[src/rtl/fetch_pkg.sv]
package fetch_pkg;

  localparam int unsigned INSTR_W = 32;

  // Cancelled slots carry add r0,r0,r0: every bit clear.
  localparam logic [INSTR_W-1:0] NOOP_WORD = '0;

  typedef enum logic [1:0] {
    SRC_SEQ   = 2'd0,
    SRC_HOLD  = 2'd1,
    SRC_REDIR = 2'd2
  } pc_src_e;

  typedef enum logic [1:0] {
    BUF_LOAD = 2'd0,
    BUF_HOLD = 2'd1,
    BUF_NOOP = 2'd2
  } buf_act_e;

endpackage

[src/rtl/fetch_rst_sync.sv]
module fetch_rst_sync #(
  parameter int unsigned STAGES = 2
) (
  input  logic clk,
  input  logic rst_n,
  output logic rst_sync_n
);

  localparam int unsigned LAST = STAGES - 1;

  logic [STAGES-1:0] sync_q;

  generate
    if (STAGES == 1) begin : g_single
      always_ff @(posedge clk or negedge rst_n) begin
        if (!rst_n) sync_q <= '0;
        else        sync_q <= 1'b1;
      end
    end else begin : g_chain
      always_ff @(posedge clk or negedge rst_n) begin
        if (!rst_n) sync_q <= '0;
        else        sync_q <= {sync_q[STAGES-2:0], 1'b1};
      end
    end
  endgenerate

  assign rst_sync_n = sync_q[LAST];

endmodule

[src/rtl/fetch_ctrl.sv]
module fetch_ctrl
  import fetch_pkg::*;
(
  input  logic     redir_vld,
  input  logic     stall,
  input  logic     flush,
  input  logic     halt,
  input  logic     halted_q,
  output pc_src_e  pc_src,
  output buf_act_e buf_act,
  output logic     halted_d
);

  logic halt_eff;

  assign halt_eff = halt | halted_q;

  // Priority: redirect, then stall, then halt; flush only picks the buffer input.
  always_comb begin
    pc_src   = SRC_SEQ;
    buf_act  = BUF_LOAD;
    halted_d = halted_q;
    if (redir_vld) begin
      pc_src   = SRC_REDIR;
      buf_act  = BUF_NOOP;
      halted_d = 1'b0;
    end else begin
      if (halt) halted_d = 1'b1;
      if (stall) begin
        pc_src  = SRC_HOLD;
        buf_act = flush ? BUF_NOOP : BUF_HOLD;
      end else begin
        pc_src  = halt_eff ? SRC_HOLD : SRC_SEQ;
        buf_act = (flush || halt_eff) ? BUF_NOOP : BUF_LOAD;
      end
    end
  end

endmodule

[src/rtl/fetch_pc_reg.sv]
module fetch_pc_reg
  import fetch_pkg::*;
#(
  parameter int unsigned PC_W = 32
) (
  input  logic            clk,
  input  logic            rst_n,
  input  pc_src_e         pc_src,
  input  logic [PC_W-1:0] redir_tgt,
  input  logic            halted_d,
  output logic [PC_W-1:0] pc_q,
  output logic [PC_W-1:0] pc_inc,
  output logic            halted_q
);

  localparam logic [PC_W-1:0] PC_STEP = PC_W'(1);

  logic [PC_W-1:0] pc_d;
  logic            pc_en;

  assign pc_inc = pc_q + PC_STEP;

  always_comb begin
    pc_en = (pc_src != SRC_HOLD);
    pc_d  = (pc_src == SRC_REDIR) ? redir_tgt : pc_inc;
  end

  always_ff @(posedge clk or negedge rst_n) begin
    if (!rst_n)     pc_q <= '0;
    else if (pc_en) pc_q <= pc_d;
  end

  always_ff @(posedge clk or negedge rst_n) begin
    if (!rst_n) halted_q <= 1'b0;
    else        halted_q <= halted_d;
  end

endmodule

[src/rtl/fetch_fd_buf.sv]
module fetch_fd_buf
  import fetch_pkg::*;
#(
  parameter int unsigned IW   = 32,
  parameter int unsigned PC_W = 32
) (
  input  logic            clk,
  input  logic            rst_n,
  input  buf_act_e        buf_act,
  input  logic [IW-1:0]   instr_in,
  input  logic [PC_W-1:0] pc_inc_in,
  output logic [IW-1:0]   instr_q,
  output logic [PC_W-1:0] pc_inc_q
);

  localparam logic [IW-1:0] NOOP = IW'(NOOP_WORD);

  logic [IW-1:0]   instr_d;
  logic [PC_W-1:0] pc_inc_d;
  logic            buf_en;

  always_comb begin
    buf_en   = (buf_act != BUF_HOLD);
    instr_d  = instr_q;
    pc_inc_d = pc_inc_q;
    unique case (buf_act)
      BUF_LOAD: begin
        instr_d  = instr_in;
        pc_inc_d = pc_inc_in;
      end
      BUF_NOOP: begin
        instr_d  = NOOP;
        pc_inc_d = '0;
      end
      default: ;
    endcase
  end

  always_ff @(posedge clk or negedge rst_n) begin
    if (!rst_n) begin
      instr_q  <= NOOP;
      pc_inc_q <= '0;
    end else if (buf_en) begin
      instr_q  <= instr_d;
      pc_inc_q <= pc_inc_d;
    end
  end

endmodule

[src/rtl/fetch_stage.sv]
module fetch_stage
  import fetch_pkg::*;
#(
  parameter int unsigned PC_W     = 32,
  parameter int unsigned IMEM_AW  = 16,
  parameter int unsigned IW       = INSTR_W,
  parameter int unsigned RST_SYNC = 2
) (
  input  logic               clk,
  input  logic               rst_n,
  input  logic [IW-1:0]      imem_rdata,
  input  logic               redir_vld,
  input  logic [PC_W-1:0]    redir_tgt,
  input  logic               stall,
  input  logic               flush,
  input  logic               halt,
  output logic [IMEM_AW-1:0] imem_addr,
  output logic [IW-1:0]      fd_instr,
  output logic [PC_W-1:0]    fd_pc_inc
);

  localparam logic [IW-1:0]      NOOP     = IW'(NOOP_WORD);
  localparam logic [IMEM_AW-1:0] ADDR_ONE = IMEM_AW'(1);

  logic            rst_sync_n;
  pc_src_e         pc_src;
  buf_act_e        buf_act;
  logic            halted_d;
  logic            halted_q;
  logic [PC_W-1:0] pc_q;
  logic [PC_W-1:0] pc_inc;

  fetch_rst_sync #(.STAGES(RST_SYNC)) u_rst_sync (
    .clk        (clk),
    .rst_n      (rst_n),
    .rst_sync_n (rst_sync_n)
  );

  fetch_ctrl u_ctrl (
    .redir_vld (redir_vld),
    .stall     (stall),
    .flush     (flush),
    .halt      (halt),
    .halted_q  (halted_q),
    .pc_src    (pc_src),
    .buf_act   (buf_act),
    .halted_d  (halted_d)
  );

  fetch_pc_reg #(.PC_W(PC_W)) u_pc (
    .clk       (clk),
    .rst_n     (rst_sync_n),
    .pc_src    (pc_src),
    .redir_tgt (redir_tgt),
    .halted_d  (halted_d),
    .pc_q      (pc_q),
    .pc_inc    (pc_inc),
    .halted_q  (halted_q)
  );

  fetch_fd_buf #(.IW(IW), .PC_W(PC_W)) u_fd_buf (
    .clk       (clk),
    .rst_n     (rst_sync_n),
    .buf_act   (buf_act),
    .instr_in  (imem_rdata),
    .pc_inc_in (pc_inc),
    .instr_q   (fd_instr),
    .pc_inc_q  (fd_pc_inc)
  );

  assign imem_addr = pc_q[IMEM_AW-1:0];


  redir_load_chk: assert property (@(posedge clk) disable iff (!rst_sync_n)
    redir_vld |=> (imem_addr == $past(redir_tgt[IMEM_AW-1:0]) && fd_instr == NOOP));


  stall_hold_chk: assert property (@(posedge clk) disable iff (!rst_sync_n)
    (stall && !redir_vld && !flush) |=>
      ($stable(imem_addr) && $stable(fd_instr) && $stable(fd_pc_inc)));


  flush_noop_chk: assert property (@(posedge clk) disable iff (!rst_sync_n)
    flush |=> (fd_instr == NOOP && fd_pc_inc == '0));


  seq_step_chk: assert property (@(posedge clk) disable iff (!rst_sync_n)
    (!redir_vld && !stall && !halt && !halted_q) |=>
      (imem_addr == $past(imem_addr) + ADDR_ONE));


  halt_freeze_chk: assert property (@(posedge clk) disable iff (!rst_sync_n)
    (halt && !redir_vld) |=> $stable(imem_addr));


  halt_redir_chk: assert property (@(posedge clk) disable iff (!rst_sync_n)
    (halt && redir_vld) |=> !halted_q);

endmodule

[config.mk]
export PLATFORM = sky130hd
export DESIGN_NAME = fetch_stage
export DESIGN_NICKNAME = d
export VERILOG_FILES = /design/src/rtl/fetch_pkg.sv /design/src/rtl/fetch_rst_sync.sv /design/src/rtl/fetch_ctrl.sv /design/src/rtl/fetch_pc_reg.sv /design/src/rtl/fetch_fd_buf.sv /design/src/rtl/fetch_stage.sv
export SDC_FILE = /design/constraint.sdc
export NUM_CORES = 1
export LEC_CHECK = 0
export BUFFER_PORTS_ARGS = -buffer_cell sky130_fd_sc_hd__buf_2
export CORE_MARGIN = 3
export CORE_UTILIZATION = 37
export CTS_CLUSTER_DIAMETER = 150
export DETAILED_ROUTE_END_ITERATION = 10
export PLACE_DENSITY = 0.7
export SLEW_MARGIN = 10
export SYNTH_ARGS = -nofsm -noshare
export SYNTH_HDL_FRONTEND = slang
export SYNTH_SLANG_ARGS = --single-unit
[constraint.sdc]
create_clock -name clk -period 4.3 [get_ports clk]
set_input_delay 0.43 -clock clk [delete_from_list [all_inputs] [get_ports clk]]
set_output_delay 0.43 -clock clk [all_outputs]
set_load 0.02 [all_outputs]
Yosys cells after proc, flatten, opt, wreduce, memory -nomap -nowiden. Index checks and enable logic that the tools add are counted.

Flip-flop bits (word level): 99. Output and inout port bits: 80. Logic and storage cells: 28.

$add $sub $neg: 1. Equality and inequality tests: 4. Multiplexer cells: 12. Bitwise gates (word level): 1. Reduce and logical (&&, ||, !) cells: 5.

Operator list (count): $pmux 32 s2 (2); $add 32x1->32 const B (1); $mux 32 (1); $mux 2 (6); $eq 2x2->1 const B (2); $ne 2x1->1 const B (2); $reduce_bool 2->1 (2); $mux 1 (3); $logic_not 2->1 (1); $reduce_and 2->1 (1); $logic_or 1x1->1 (1); $or 1x1->1 (1).

Longest topological paths before layout.
Depth after elaboration: 8. Gate-level depth with buffers: 7.

Cells and area by module. A second synthesis with hierarchy kept.

Cells, all modules: 447. Area, all modules: 4987.3 µm².

Modules (own cells, without submodules): fetch_pc_reg (instances 1, cells each 294, area each 2511.2 µm²); fetch_fd_buf (instances 1, cells each 142, area each 2383.5 µm²); fetch_rst_sync (instances 1, cells each 3, area each 53.8 µm²); fetch_ctrl (instances 1, cells each 8, area each 38.8 µm²).

Worst setup path before layout. OpenSTA, ideal clock, no wires.

Kind: register -> register. Start: reg u_pc.pc_q[0]. End: reg u_pc.pc_q[18]. Library setup time: 0.131 ns. Arrival time: 1.735 ns. Required time: 4.169 ns. Path slack: 2.434 ns. Stages on the path, launching flop included: 8. Clock period less this slack: 1.866 ns. Path through: dfrtp_1 > ha_1 > nand3_4 > or3_1 > buf_6 > nor4_4 > xnor2_1 > o21ai_1.

Cells in the longest elaborated chain, start to end: 2.

Ends and longest elaborated chain: from (decl) (RTL line fetch_pc_reg.sv:11) `output logic [PC_W-1:0] pc_q,`; from (signal assigned) (RTL line fetch_pc_reg.sv:30) `else if (pc_en) pc_q <= pc_d;`; $add 32x1->32 (RTL line fetch_pc_reg.sv:21) `assign pc_inc = pc_q + PC_STEP;`; $mux 32 (RTL line fetch_pc_reg.sv:25) `pc_d = (pc_src == SRC_REDIR) ? redir_tgt : pc_inc;`.

Every way passes these cells. A chain may end at the register's enable or synchronous reset.

Worst setup path in the final report.
Start: reg u_pc.halted_q. End: reg u_fd_buf.pc_inc_q[20].

Cells in the longest elaborated chain, start to end: 8.

Ends and longest elaborated chain: from (decl) (RTL line fetch_pc_reg.sv:13) `output logic halted_q`; from (signal assigned) (RTL line fetch_pc_reg.sv:35) `else halted_q <= halted_d;`; $or 1x1->1 (*) (RTL line fetch_ctrl.sv:16) `assign halt_eff = halt | halted_q;`; $logic_or 1x1->1 (*) (RTL line fetch_ctrl.sv:34) `buf_act = (flush || halt_eff) ? BUF_NOOP : BUF_LOAD;`; $mux 2 (*) (RTL line fetch_ctrl.sv:34); $mux 2 (*) (RTL line fetch_ctrl.sv:29) `if (stall) begin`; $mux 2 (*) (RTL line fetch_ctrl.sv:23) `if (redir_vld) begin`; $eq 2x2->1 or $logic_not 2->1 (tied branches) (RTL line fetch_fd_buf.sv:26) `unique case (buf_act)`; $reduce_bool 2->1 (no line); $reduce_and 2->1 (no line); to (signal assigned) (RTL line fetch_fd_buf.sv:45) `pc_inc_q <= pc_inc_d;`; to (decl) (RTL line fetch_fd_buf.sv:13) `output logic [PC_W-1:0] pc_inc_q`.

Every way passes the cells marked *; elsewhere a longest branch is shown, timed or not.

==> impl_metrics.prom <==
# TYPE chip_impl_metric gauge
chip_impl_metric{name="groute.usage.overall",unit="%"} 17.2
chip_impl_info{name="category_of_the_worst_setup_path_launch_point",value="flop"} 1
chip_impl_metric{name="achievable-frequency",unit="MHz"} 427
chip_impl_metric{name="drc_violations_left",unit=""} 0
chip_impl_metric{name="worst_slew_pin_slew",unit="ns"} 1.03
chip_impl_metric{name="fin_worst_skew",unit="ns"} 0.0104
chip_impl_metric{name="grt_util_met3",unit="%"} 3.82
chip_impl_metric{name="ctsLongestPathBuffers",unit=""} 2
chip_impl_metric{name="synth_enable_flop_cells",unit=""} 0
chip_impl_metric{name="slew_headroom",unit="%"} 31.1
chip_impl_metric{name="chipWidth",unit="um"} 120
chip_impl_metric{name="cts_hold_buffers",unit=""} 1
chip_impl_metric{name="grt_max_degree",unit=""} 65
chip_impl_metric{name="final.fill_count",unit=""} 1174
chip_impl_metric{name="area_share_of_the_leading_cell_type_in_the_synthesized_netlist",unit="%"} 52.0
chip_impl_metric{name="power_density",unit="mW/mm2"} 356
chip_impl_metric{name="pre_cts_ws",unit="ns"} 1.74
chip_impl_metric{name="vdd_ir_drop_max",unit="mV"} 0.205
chip_impl_info{name="crit_path_top_delay_cell",value="sky130_fd_sc_hd__or3_1"} 1
chip_impl_metric{name="synth_sequential_area_ratio",unit="%"} 52.0
chip_impl_metric{name="grt_util_met2",unit="%"} 26.8
chip_impl_metric{name="drt_iter0_drc",unit=""} 153
chip_impl_metric{name="floorplan.die_area",unit="mm2"} 0.0143
chip_impl_metric{name="final-max-slew-violation-count",unit=""} 0
chip_impl_metric{name="synth_compound_gate_area_share",unit="%"} 12.9
chip_impl_metric{name="layout-drive-gt1-share",unit="%"} 30.9
chip_impl_metric{name="clock_buffer_count_from_cts",unit=""} 9
chip_impl_metric{name="yosysUniqueCellTypes",unit=""} 37
chip_impl_metric{name="grt-ovfl-total",unit=""} 0
chip_impl_metric{name="wl",unit="um"} 11900
chip_impl_metric{name="setup-violations-final",unit=""} 0
chip_impl_metric{name="design.portCount",unit=""} 150
chip_impl_metric{name="cts.sinks",unit=""} 99
chip_impl_metric{name="nets",unit=""} 655
chip_impl_info{name="clock_tree_from_tritoncts",value="built"} 1
chip_impl_metric{name="timing.reg2reg.worst_path_depth",unit=""} 3
chip_impl_metric{name="cpPeakStageDelay",unit="ns"} 0.87
chip_impl_metric{name="grt_antenna_before_repair",unit=""} 0
chip_impl_metric{name="postCtsSetupRepairBufs",unit=""} 0
chip_impl_metric{name="cts-resized-gates",unit=""} 0
chip_impl_metric{name="area_growth",unit="%"} 22.1
chip_impl_info{name="critPathCaptureType",value="flop"} 1
chip_impl_metric{name="reg2reg_slack",unit="ns"} 1.96
chip_impl_metric{name="crit_path_max_fanout",unit=""} 29
chip_impl_metric{name="route.detailed.wl_per_inst",unit="um"} 15.7
chip_impl_metric{name="xor_xnor_share_of_the_synthesized_area",unit="%"} 11.0
chip_impl_metric{name="postSynthAreaPerCell",unit="um2"} 10.3
chip_impl_info{name="grt_busiest_layer",value="met2"} 1
chip_impl_info{name="cells_traversed_along_the_worst_timing_path",value="or3_1 -> or3_1 -> o21ai_1"} 1
chip_impl_metric{name="buffer_ports.inserted",unit=""} 149
chip_impl_info{name="cts-root-buf",value="sky130_fd_sc_hd__clkbuf_16"} 1
chip_impl_info{name="dominant_combinational_cell_family_by_area_after_synthesis",value="simple AND/OR/NAND/NOR gates"} 1
chip_impl_metric{name="synth_nets",unit=""} 536
chip_impl_metric{name="number_of_antenna_violating_nets_in_the_routed_design",unit=""} 0
chip_impl_info{name="unrepaired_setup_endpoints_after_global_routing",value="no"} 1
chip_impl_metric{name="via_count_of_the_first_global_routing_pass",unit=""} 3720
chip_impl_metric{name="clkSlewWorstSetupHoldPaths",unit="ns"} 0.07
chip_impl_metric{name="placement_rows",unit=""} 40
chip_impl_info{name="timing.critical_path.max_delay_family",value="simple AND/OR/NAND/NOR gates"} 1
chip_impl_metric{name="critPathBufInv",unit=""} 0
chip_impl_metric{name="synthesized_flop_and_latch_total",unit=""} 99
chip_impl_info{name="hold_class",value="in -> reg"} 1
chip_impl_info{name="rr_endpoint",value="u_fd_buf.pc_inc_q[20]$_DFFE_PN0P_"} 1
chip_impl_metric{name="detail_route.vias_per_cell",unit=""} 4.97
chip_impl_info{name="worst_path_most_repeated_cell",value="sky130_fd_sc_hd__or3_1"} 1
chip_impl_info{name="synth_largest_area_cell",value="sky130_fd_sc_hd__dfrtp_1"} 1
chip_impl_metric{name="yosys.area_share.simple",unit="%"} 17.9
chip_impl_info{name="outcome",value="completed"} 1
chip_impl_info{name="hold_path_end",value="u_pc.pc_q[9]$_DFFE_PN0P_"} 1
chip_impl_metric{name="htree_num_levels",unit=""} 3
chip_impl_metric{name="chipHeight",unit="um"} 120
chip_impl_metric{name="post_synth_mux_area_share",unit="%"} 0.446
chip_impl_info{name="synth.area.top_cells",value="sky130_fd_sc_hd__dfrtp_1 52%, sky130_fd_sc_hd__a22o_1 6.4%, sky130_fd_sc_hd__xnor2_1 6.2%, sky130_fd_sc_hd__nand2_1 6.0%, sky130_fd_sc_hd__xor2_1 4.8%"} 1
chip_impl_metric{name="synth.cell_area",unit="mm2"} 0.00477
chip_impl_metric{name="tot_pwr",unit="W"} 0.00207
chip_impl_info{name="yosys.cell_count.top_type",value="sky130_fd_sc_hd__dfrtp_1"} 1
chip_impl_info{name="synth.top_cells.by_count",value="99 x sky130_fd_sc_hd__dfrtp_1, 76 x sky130_fd_sc_hd__nand2_1, 44 x sky130_fd_sc_hd__o21ai_1"} 1
chip_impl_metric{name="fin_crit_sh",unit="%"} 54.5
chip_impl_metric{name="vias",unit=""} 3766
chip_impl_metric{name="dr.pass1.iters",unit=""} 4
chip_impl_metric{name="timing.final.ws_setup",unit="ns"} 1.96
chip_impl_metric{name="start_util",unit="%"} 38.7
chip_impl_metric{name="design.core.area",unit="mm2"} 0.0123
chip_impl_metric{name="cp_data_required_time",unit="ns"} 4.56
chip_impl_metric{name="min_delay_path_depth",unit=""} 3
chip_impl_metric{name="insertion_delay",unit="ns"} 0.35
chip_impl_metric{name="period_minus_slack",unit="ns"} 2.34
chip_impl_metric{name="report.final.hold_viol_count",unit=""} 0
chip_impl_metric{name="post_synth_fa_ha_maj_area_fraction",unit="%"} 0.262
chip_impl_info{name="dominantRegCellSynth",value="sky130_fd_sc_hd__dfrtp_1"} 1
chip_impl_metric{name="synth-async-reset-ratio",unit="%"} 100
chip_impl_metric{name="static-leakage-power",unit="nW"} 2.75
chip_impl_metric{name="antenna-diode-count",unit=""} 0
chip_impl_metric{name="global_route.usage.met1",unit="%"} 23.4
chip_impl_metric{name="synthesis.instances",unit=""} 465
chip_impl_info{name="hold_start",value="redir_tgt[9]"} 1
chip_impl_metric{name="place.gp.congestion",unit=""} 0.809
chip_impl_metric{name="setup_tns",unit="ns"} 0
chip_impl_info{name="r2r-start",value="u_pc.halted_q$_DFFE_PN0P_"} 1
chip_impl_metric{name="grt_pass1_wl",unit="um"} 19400
chip_impl_metric{name="ys_warn_count",unit=""} 0
chip_impl_info{name="setup.worst_path.class",value="reg -> reg"} 1
chip_impl_metric{name="half_perimeter_wire_length_after_detailed_placement",unit="um"} 8470
chip_impl_metric{name="maxCapViolations",unit=""} 0
chip_impl_metric{name="arrival",unit="ns"} 2.60
-- where the power goes --
part,switching [W],internal (W)
Combinational,0.000127,0.0000926
Clock,0.000338,0.000483
Sequential,0.0000630,0.000970
-- cell families (layout without fill, tap and decap cells) --
family | after synthesis | after routing
other | 1 | 1
adders and majority gates | 1 | 1
muxes | 2 | 2
xor gates and xnor gates | 60 | 60
buffers and inverters | 47 | 171
and+or+nand+nor | 159 | 159
AOI/OAI and AO/OA | 96 | 96
DFF | 99 | 99
-- cell usage in the layout (no fill, tap or decap), types with 4 or more instances in the layout --
| cell | n |
|---|---|
| sky130_fd_sc_hd__buf_4 | 4 |
| sky130_fd_sc_hd__o21ai_1 | 44 |
| sky130_fd_sc_hd__buf_2 | 149 |
| sky130_fd_sc_hd__o21ai_0 | 15 |
| sky130_fd_sc_hd__nand2_1 | 76 |
| sky130_fd_sc_hd__nor2_1 | 16 |
| sky130_fd_sc_hd__dfrtp_1 | 98 |
| sky130_fd_sc_hd__and3_1 | 5 |
| sky130_fd_sc_hd__nand3_1 | 13 |
| sky130_fd_sc_hd__or3_1 | 4 |
| sky130_fd_sc_hd__a22o_1 | 35 |
| sky130_fd_sc_hd__and4_1 | 7 |
| sky130_fd_sc_hd__clkbuf_16 | 9 |
| sky130_fd_sc_hd__nand4_1 | 9 |
| sky130_fd_sc_hd__nor3_1 | 9 |
| sky130_fd_sc_hd__xor2_1 | 26 |
| sky130_fd_sc_hd__xnor2_1 | 34 |
-- tightest hold or removal path, cell delays in order --
cell and delay (ns):
sky130_fd_sc_hd__buf_2 0.07, sky130_fd_sc_hd__nand2_1 0.04, sky130_fd_sc_hd__o21ai_0 0.05
-- per-stage QoR --
stage                     cell area [um2]  cells  util, %  hold slack (ns)
after global routing                 5820    757     47.3            0.295
after floorplan                      4770    465        -            0.134
final                                5820    757     47.3            0.286
after CTS                            5820    757     47.3            0.275
after global placement               5510    740     44.8            0.216
after detailed placement             5510    740     44.8            0.218
-- sequential cells by signal, indices dropped and copies added (netlist names) --
signal and flops:
u_pc.pc_q 32, u_rst_sync.sync_q 2, u_fd_buf.instr_q 32, u_fd_buf.pc_inc_q 32, u_pc.halted_q 1
-- worst max path at each step --
stage | startpoint | slack [ns] | end | cells after the start
2_1_floorplan | u_rst_sync.sync_q[1]$_DFF_PN0_ | 1.34 | u_fd_buf.instr_q[0]$_DFFE_PN0P_ | 0
3_3_place_gp | stall | 1.83 | u_fd_buf.pc_inc_q[0]$_DFFE_PN0P_ | 4
3_5_place_dp | stall | 1.74 | u_fd_buf.pc_inc_q[20]$_DFFE_PN0P_ | 4
4_1_cts | u_pc.halted_q$_DFFE_PN0P_ | 1.93 | u_fd_buf.pc_inc_q[20]$_DFFE_PN0P_ | 3
5_1_grt | u_pc.halted_q$_DFFE_PN0P_ | 1.83 | u_fd_buf.pc_inc_q[20]$_DFFE_PN0P_ | 3
6_report | u_pc.halted_q$_DFFE_PN0P_ | 1.96 | u_fd_buf.pc_inc_q[20]$_DFFE_PN0P_ | 3
-- routing by layer --
| layer | up-vias | wire, um |
|---|---|---|
| li1 | 1835 | - |
| met3 | 13 | 845 |
| met2 | 141 | 5490 |
| met4 | 0 | 214 |
| met1 | 1777 | 5340 |
| met5 | - | 0 |
-- area by class of cell --
class / count / area (um2) / share of cell area [%]
flip-flops and latches: 99 / 2480 / 42.6
multi-input cells: 319 / 2040 / 35.1
repair buffers: 154 / 786 / 13.5
clock buffers: 14 / 264 / 4.53
well taps: 168 / 210 / 3.61
clock inverters: 2 / 35.0 / 0.602
inverters: 1 / 3.75 / 0.0645
(Power assumes the default switching activity.)
